## config.mk

```make
export PLATFORM = sky130hd
export DESIGN_NAME = wbuf_merge
export DESIGN_NICKNAME = d
export VERILOG_FILES = /design/src/rtl/wbuf_merge_pkg.sv /design/src/rtl/wbuf_cam.sv /design/src/rtl/wbuf_onehot_idx.sv /design/src/rtl/wbuf_merge.sv
export SDC_FILE = /design/constraint.sdc
export NUM_CORES = 2
export LEC_CHECK = 0
export BUFFER_PORTS_ARGS = -buffer_cell sky130_fd_sc_hd__buf_4
export CORE_UTILIZATION = 35
export DETAILED_ROUTE_END_ITERATION = 16
export GPL_TIMING_DRIVEN = 0
export HOLD_SLACK_MARGIN = 0.08
export RECOVER_POWER = 100
export SLEW_MARGIN = 30
export SYNTH_ARGS = -nofsm -noshare
export SYNTH_HDL_FRONTEND = slang
export SYNTH_SLANG_ARGS = --single-unit
```

## constraint.sdc

```tcl
create_clock -name clk -period 4.15 [get_ports clk]
set_input_delay 0.83 -clock clk [delete_from_list [all_inputs] [get_ports clk]]
set_output_delay 0.83 -clock clk [all_outputs]
set_load 0.01 [all_outputs]
```

## src/rtl/wbuf_merge_pkg.sv

```systemverilog
package wbuf_merge_pkg;
    localparam int unsigned WB_WADDR_W = 30;
    localparam int unsigned WB_DATA_W  = 32;
    localparam int unsigned WB_WORDS   = 4;
    localparam int unsigned WB_DEPTH   = 4;

    // circular pointer advance over a queue of the given depth
    function automatic int unsigned wb_next(input int unsigned p, input int unsigned depth);
        return (p + 1 == depth) ? 0 : p + 1;
    endfunction
endpackage

```

## src/rtl/wbuf_cam.sv

```systemverilog
module wbuf_cam #(
    parameter int unsigned N = 4,
    parameter int unsigned W = 28
) (
    input  logic [N-1:0]        vld,
    input  logic [N-1:0][W-1:0] keys,
    input  logic [W-1:0]        probe,
    output logic [N-1:0]        hit
);
    for (genvar i = 0; i < N; i++) begin : g_cmp
        assign hit[i] = vld[i] && (keys[i] == probe);
    end
endmodule

```

## src/rtl/wbuf_onehot_idx.sv

```systemverilog
module wbuf_onehot_idx #(
    parameter int unsigned N  = 4,
    parameter int unsigned IW = 2
) (
    input  logic [N-1:0]  onehot,
    output logic [IW-1:0] idx
);
    always_comb begin
        idx = '0;
        for (int i = 0; i < N; i++) begin
            if (onehot[i]) idx = idx | IW'(i);
        end
    end
endmodule

```

## src/rtl/wbuf_merge.sv

```systemverilog
module wbuf_merge
    import wbuf_merge_pkg::*;
#(
    parameter int unsigned WADDR_W = WB_WADDR_W,
    parameter int unsigned DATA_W  = WB_DATA_W,
    parameter int unsigned WORDS   = WB_WORDS,
    parameter int unsigned DEPTH   = WB_DEPTH,
    localparam int unsigned BYTES  = DATA_W / 8,
    localparam int unsigned WSEL_W = $clog2(WORDS),
    localparam int unsigned BLK_W  = WADDR_W - WSEL_W,
    localparam int unsigned LINE_W = WORDS * DATA_W,
    localparam int unsigned LBE_W  = WORDS * BYTES
) (
    input  logic              clk,
    input  logic              rst_n,
    input  logic              st_valid,
    output logic              st_ready,
    input  logic [WADDR_W-1:0] st_waddr,
    input  logic [DATA_W-1:0] st_data,
    input  logic [BYTES-1:0]  st_be,
    input  logic              probe_valid,
    input  logic [WADDR_W-1:0] probe_waddr,
    output logic              probe_conflict,
    output logic              probe_fwd_valid,
    output logic [DATA_W-1:0] probe_fwd_data,
    output logic              mem_req,
    output logic [BLK_W-1:0]  mem_blk,
    output logic [LINE_W-1:0] mem_data,
    output logic [LBE_W-1:0]  mem_be,
    output logic [WORDS-1:0]  mem_wmask,
    input  logic              mem_ack
);
    localparam int unsigned IDX_W = (DEPTH > 1) ? $clog2(DEPTH) : 1;
    localparam int unsigned CNT_W = $clog2(DEPTH + 1);

    typedef struct packed {
        logic [DEPTH-1:0]             vld;
        logic [DEPTH-1:0][BLK_W-1:0]  blk;
        logic [DEPTH-1:0][LINE_W-1:0] data;
        logic [DEPTH-1:0][LBE_W-1:0]  be;
        logic [IDX_W-1:0]             head;
        logic [IDX_W-1:0]             tail;
        logic [CNT_W-1:0]             cnt;
    } wb_state_t;

    wb_state_t s_q, s_d;

    logic [BLK_W-1:0]  st_blk, pr_blk;
    logic [WSEL_W-1:0] st_word, pr_word;
    logic [DEPTH-1:0]  st_hit, pr_hit;
    logic [IDX_W-1:0]  st_idx, pr_idx;
    logic              retire_d, accept_d, alloc_d, hit_any_d;
    logic [IDX_W-1:0]  tgt_d;
    logic [BYTES-1:0]  pr_word_be;

    assign st_blk  = st_waddr[WADDR_W-1:WSEL_W];
    assign st_word = st_waddr[WSEL_W-1:0];
    assign pr_blk  = probe_waddr[WADDR_W-1:WSEL_W];
    assign pr_word = probe_waddr[WSEL_W-1:0];

    wbuf_cam #(.N(DEPTH), .W(BLK_W)) u_st_cam (
        .vld(s_q.vld), .keys(s_q.blk), .probe(st_blk), .hit(st_hit)
    );
    wbuf_cam #(.N(DEPTH), .W(BLK_W)) u_pr_cam (
        .vld(s_q.vld), .keys(s_q.blk), .probe(pr_blk), .hit(pr_hit)
    );
    wbuf_onehot_idx #(.N(DEPTH), .IW(IDX_W)) u_st_idx (.onehot(st_hit), .idx(st_idx));
    wbuf_onehot_idx #(.N(DEPTH), .IW(IDX_W)) u_pr_idx (.onehot(pr_hit), .idx(pr_idx));

    // memory side always serves the oldest slot
    assign mem_req  = (s_q.cnt != '0);
    assign mem_blk  = s_q.blk[s_q.head];
    assign mem_data = s_q.data[s_q.head];
    assign mem_be   = s_q.be[s_q.head];
    for (genvar w = 0; w < WORDS; w++) begin : g_wmask
        assign mem_wmask[w] = |s_q.be[s_q.head][w*BYTES +: BYTES];
    end

    always_comb begin
        s_d       = s_q;
        retire_d  = mem_req && mem_ack;
        hit_any_d = |st_hit;
        // the head slot is in flight: folding into it could lose bytes
        st_ready  = !st_hit[s_q.head] &&
                    (hit_any_d || (s_q.cnt < CNT_W'(DEPTH)) || retire_d);
        accept_d  = st_valid && st_ready;
        alloc_d   = accept_d && !hit_any_d;
        tgt_d     = hit_any_d ? st_idx : s_q.tail;

        if (retire_d) begin
            s_d.vld[s_q.head] = 1'b0;
            s_d.be[s_q.head]  = '0;
            s_d.head          = IDX_W'(wb_next(int'(s_q.head), DEPTH));
        end
        if (alloc_d) begin
            s_d.vld[s_q.tail] = 1'b1;
            s_d.blk[s_q.tail] = st_blk;
            s_d.be[s_q.tail]  = '0;
            s_d.tail          = IDX_W'(wb_next(int'(s_q.tail), DEPTH));
        end
        if (accept_d) begin
            for (int b = 0; b < BYTES; b++) begin
                if (st_be[b]) begin
                    s_d.data[tgt_d][int'(st_word)*DATA_W + b*8 +: 8] = st_data[b*8 +: 8];
                    s_d.be[tgt_d][int'(st_word)*BYTES + b]           = 1'b1;
                end
            end
        end
        s_d.cnt = s_q.cnt + CNT_W'(alloc_d) - CNT_W'(retire_d);

        pr_word_be      = s_q.be[pr_idx][int'(pr_word)*BYTES +: BYTES];
        probe_conflict  = probe_valid && (|pr_hit);
        probe_fwd_valid = probe_conflict && (&pr_word_be);
        probe_fwd_data  = probe_fwd_valid ?
                          s_q.data[pr_idx][int'(pr_word)*DATA_W +: DATA_W] : '0;
    end

    always_ff @(posedge clk) begin
        if (!rst_n) s_q <= '0;
        else        s_q <= s_d;
    end
endmodule

```

Word level (Yosys, flattened, before mapping):

Cells that the tools add are included.

* register bits after elaboration: 699
* input bits: 101
* output and inout port bits: 212
* logic and storage cells: 183

* add/sub/neg operators: 14
* order comparisons: 16
* equal/unequal tests: 10
* shift operators: 10
* mux-type cells: 73
* bitwise gates (word level): 11
* reductions and logical operators: 33

Operators by type and width (count)
* 576-bit 2-to-1 mux: 7
* 512-bit bitwise mux: 4
* 128-bit demux with 2-bit select: 4
* 128-bit 2-to-1 mux: 6
* 128-bit binary-select mux with 2-bit select: 2
* 8-bit by 34-bit variable shift with 128-bit output (first input constant): 4
* 8-bit by 34-bit variable part select with 128-bit output: 4
* 64-bit bitwise OR: 4
* 28-bit == test: 8
* 16-bit demux with 2-bit select: 6
* 64-bit bitwise AND: 2
* 64-bit 2-to-1 mux: 2
* 64-bit NOT: 2
* 128-bit by 8-bit variable part select with 32-bit output: 1
* 116-bit 2-to-1 mux: 1
* 112-bit bitwise mux: 1
* 16-bit 2-to-1 mux: 7
* 8-bit negator with 34-bit output: 3
* 66-bit 2-to-1 mux: 1
* 16-bit binary-select mux with 2-bit select: 2
* 28-bit binary-select mux with 2-bit select: 1
* 28-bit demux with 2-bit select: 1
* 28-bit 2-to-1 mux: 2
* 7-bit negator with 34-bit output: 1
* 33 further kinds: 91

Logic depth before layout (Yosys ltp):

* depth in word-level cells: 22
* depth in mapped cells: 17
* mapped depth without buffers: 15

Cells and area by module:

From an unflattened synthesis, not the netlist that was laid out.

* cells, all modules: 3487
* area, all modules: 34857.2 µm²

By module, submodules not included
* wbuf_merge: instances 1, cells an instance 3177, area an instance 32369.8 µm², seq. area each 13993.4 µm²
* wbuf_cam: instances 2, cells an instance 153, area an instance 1231.2 µm², seq. area each 0.0 µm²
* wbuf_onehot_idx: instances 2, cells an instance 2, area an instance 12.5 µm², seq. area each 0.0 µm²

Worst setup path before layout:

Ideal clock, no wire load.

* path type: input port to output port
* from: in probe_waddr[23]
* to: out probe_fwd_data[12]
* arrival: 3254 ps
* data required time: 3320 ps
* setup slack: 66 ps
* cell stages on the path: 11
* cells stage by stage: clkbuf_1 xnor2_1 nand4_1 nor4_1 nand4b_1 and2_0 a221o_1 a21oi_1 o311ai_2 clkbuf_1 a211oi_1

* longest elaborated chain between the ends: 11
* elaborated cells between the ends (all ways): 22
* classes of those cells: eq/ne: 4; shift: 2; mux: 8; reduce/logical: 8

RTL lines
* start, declared: RTL line wbuf_merge.sv:22 `input logic [WADDR_W-1:0] probe_waddr,`
* parallel branches: the longest is 10 deep, another holds 128-bit binary-select mux with 2-bit select
* 32-bit 2-to-1 mux (*): RTL line wbuf_merge.sv:114 `probe_fwd_data = probe_fwd_valid ?`
* end, declared: RTL line wbuf_merge.sv:25 `output logic [DATA_W-1:0] probe_fwd_data,`

Mark *: on every way between the ends. The select of a mux whose other input is x is not followed.

Final worst setup path:

* from: in probe_waddr[18]
* to: out probe_fwd_data[3]

Same word-level chain as after synthesis.

==> run_results.csv <==
group,metric,value,unit
power,vdd_drop_max,0.3112,mV
hold_path,hold_depth,3,
routing,wl,166.5,mm
timing,fmax,0.2103,GHz
timing,setup_violations,284,
cts,clock_path_buffers,3,
final_layout,nets,4318,
final_layout,reg_top3,"s_q (699)",
run_status,violations,"negative setup slack",
routing,vias,33340,
timing,report.final.slew_viol_count,0,
job,cap_violations,0,
global_route,grt-ovfl-total,0,
placement,hpwl,120.9,mm
power,p_leak,18.14,nW
placement,gp_congestion,1.033,
timing,max-slew-margin-rel,23.66,%
cts,path_clk_slew,0.06,ns
die,die_w,330.5,um
worst_setup_path,startpoint_type,"input port",
die,core-area,107100,sq um
routing,ant_nets,0,
routing,drtPass1Iterations,10,
routing,detail_route.iter0.violations,4056,
global_route,grt_pass1_wl,231.8,mm
timing,final-hold-violation-count,0,
die,die_y,330.5,um
worst_setup_path,worstPathArrival,3.92,ns
run_status,status,"finished, violations left",
logic_synthesis,ys.flop_type,"dfxtp_1",
placement,io_buffers,269,
final_layout,largest_reg_flops,699,
final_layout,fill_cells,10270,
cts,clkLatencyLatePin,0.71,ns
cts,clock_sinks,699,
worst_setup_path,crit_fanout,10,
logic_synthesis,synth_edf_count,0,
worst_setup_path,worstSetupPathType,"in -> out",
routing,wl_met3,18.76,mm
worst_setup_path,reg2reg_depth,13,
timing,fin_worst_skew,0.06692,ns
final_layout,fin_area,46720,sq um
global_route,grt_pass1_vias,31680,
routing,wire_per_inst,29.38,um
final_layout,post-route-util,43.64,%
routing,dr_wl_met2,70.94,mm
final_layout,layout-drive-gt1-share,25.76,%
cts,tritoncts,"built",
timing,tightest_slew,1.145,ns
timing,setup_slack,-0.6047,ns
logic_synthesis,synth_seq_cells,699,
logic_synthesis,synth_top_area_share,37.04,%
die,fp-row-count,120,
timing,fin_crit,4.755,ns
die,initial_utilization,35.29,%
logic_synthesis,seq_area_frac_synth,37.04,%
final_layout,seqCellArea,14060,sq um
timing,tns,-48.84,ns
logic_synthesis,synthArstFlopShare,0,%
routing,wl_met1,67.01,mm
global_route,grt_max_degree,14,
timing,rsz0062_at_grt,"yes",
logic_synthesis,synth.distinct_cells,66,
logic_synthesis,synth_cells,3801,
global_route,track_usage,29.56,%
logic_synthesis,syn-mean-instance-area,9.938,sq um
die,fp.dieArea,109300,sq um
routing,top_layer,"met5",
placement,placed_area,41660,sq um
routing,avgViaCountPerCell,5.881,
cts,cts-htree-levels,3,
logic_synthesis,syn-num-nets,3921,
final_layout,multi_input_area,24010,sq um
cts,cts_buffers,80,
cts,cts-root-buf,"clkbuf_16",
global_route,antenna_found_initial,12,
hold_path,min_path_type,"in -> reg",
timing,period_share,114.6,%
logic_synthesis,yosysTopAreaCell,"dfxtp_1",
power,power-per-cell-area,364.9,nW/um^2
worst_setup_path,critPathCaptureType,"primary output",
logic_synthesis,syn-cell-area,37780,sq um
worst_setup_path,critPathRequiredTime,3.32,ns
power,p_total,17.05,mW
final_layout,regMostFlops,"s_q",
die,ios,313,
logic_synthesis,synth.area.top_cells,"dfxtp_1 37%, mux2i_1 22%, mux4_2 10%",
routing,drc,0,
final_layout,area_growth,23.68,%
logic_synthesis,yosysWarnings,0,
==> worst max-delay path, stage by stage <==
cell	delay, ns
clkbuf_2	0.18
xnor2_2	0.20
nand4_1	0.20
nor4_4	0.05
buf_4	0.16
buf_4	0.13
and3_2	0.23
a41oi_4	0.32
clkbuf_8	0.28
clkbuf_2	0.29
a21oi_1	0.17
a211oi_4	0.54
a211oi_2	0.11
buf_4	0.21
==> worst paths after layout <==
| kind | from | end | slack, ns |
|---|---|---|---|
| min | st_waddr[14] | s_q[651] | 0.45 |
| min reg2reg | s_q[220] | s_q[220] | 0.47 |
| max reg2reg | s_q[639] | s_q[606] | -0.38 |
| max | probe_waddr[18] | probe_fwd_data[3] | -0.60 |
==> metal layers <==
metal	vias up	GRT usage (%)
li1	14300	-
met1	16570	39.55
met2	2027	42.99
met3	430	7.941
met4	6	16.41
met5	-	0
==> Yosys cell counts, drive strengths merged (7+ instances only) <==
cell     number
a211oi       64
a21oi       175
a22o         12
and2          9
buf         112
clkbuf      170
dfxtp       699
ha           18
inv          17
mux2         65
mux2i       822
mux4        172
nand2       769
nand3        43
nand4        54
nor2        165
nor3         10
nor4         29
o21ai        69
o2bb2ai      46
or4           7
xnor2       144
xor2         76
==> layout make-up <==
type	instances	area share [%]
clock inverters	22	0.5731
diodes	8	0.04285
inverters	17	0.1366
repair buffers	315	4.938
clock buffers	120	5.120
well taps	1403	3.757
multi-input cells	2803	51.39
plain buffers	282	3.953
flip-flops and latches	699	30.09
==> cell families after synthesis <==
logic type,synth area share [%]
AND/OR/NAND/NOR,13.42
adder cells (fa/ha/maj),0.6492
AO/OA/AOI/OAI,6.359
XOR/XNOR,5.101
multiplexers,33.97
buffers and inverters,3.451
flip-flops,37.04
==> report_power, final <==
group / total (mW) / internal [mW] / switching [mW] / leakage, nW
Sequential: 6.95 / 6.81 / 0.139 / 5.66
Combinational: 2.79 / 0.967 / 1.82 / 11.2
Clock: 7.31 / 4.14 / 3.18 / 1.31
==> stage by stage <==
stage,cells,hold slack [ns],worst slack [ns]
floorplan,3801,0.4358,0.06619
global placement,5473,0.4520,-3.271
detailed placement,5478,0.4590,-2.855
CTS,5652,0.4331,-0.5423
global route,5664,0.4591,-0.6016
finish,5669,0.4508,-0.6047
==> what timing repair did <==
item | in CTS | in global routing
setup endpoints to repair | 191 | 53
resized for setup | 507 | 74
pin swaps | 71 | 34
cloned | 4 | 1
hold buffers | 0 | 0
buffers inserted | 28 | 8
==> cells in the final DEF (no fill, tap or decap), types with 28 or more instances in the layout <==
cell,synthesis,routed
buf_4,8,243
clkbuf_2,0,61
o2bb2ai_1,46,46
a21oi_1,175,107
a211oi_4,0,43
buf_6,6,28
mux2_2,65,64
nand2_1,769,766
dfxtp_2,0,31
o21ai_0,67,56
mux4_2,172,172
dfxtp_1,699,661
clkbuf_1,170,176
nor2_1,133,136
buf_2,59,41
clkbuf_8,0,36
xor2_1,76,75
clkbuf_16,0,87
nand4_1,54,54
mux2i_1,822,798
a21oi_2,0,63
xnor2_1,144,120
Power figures use the tool's default switching activity.
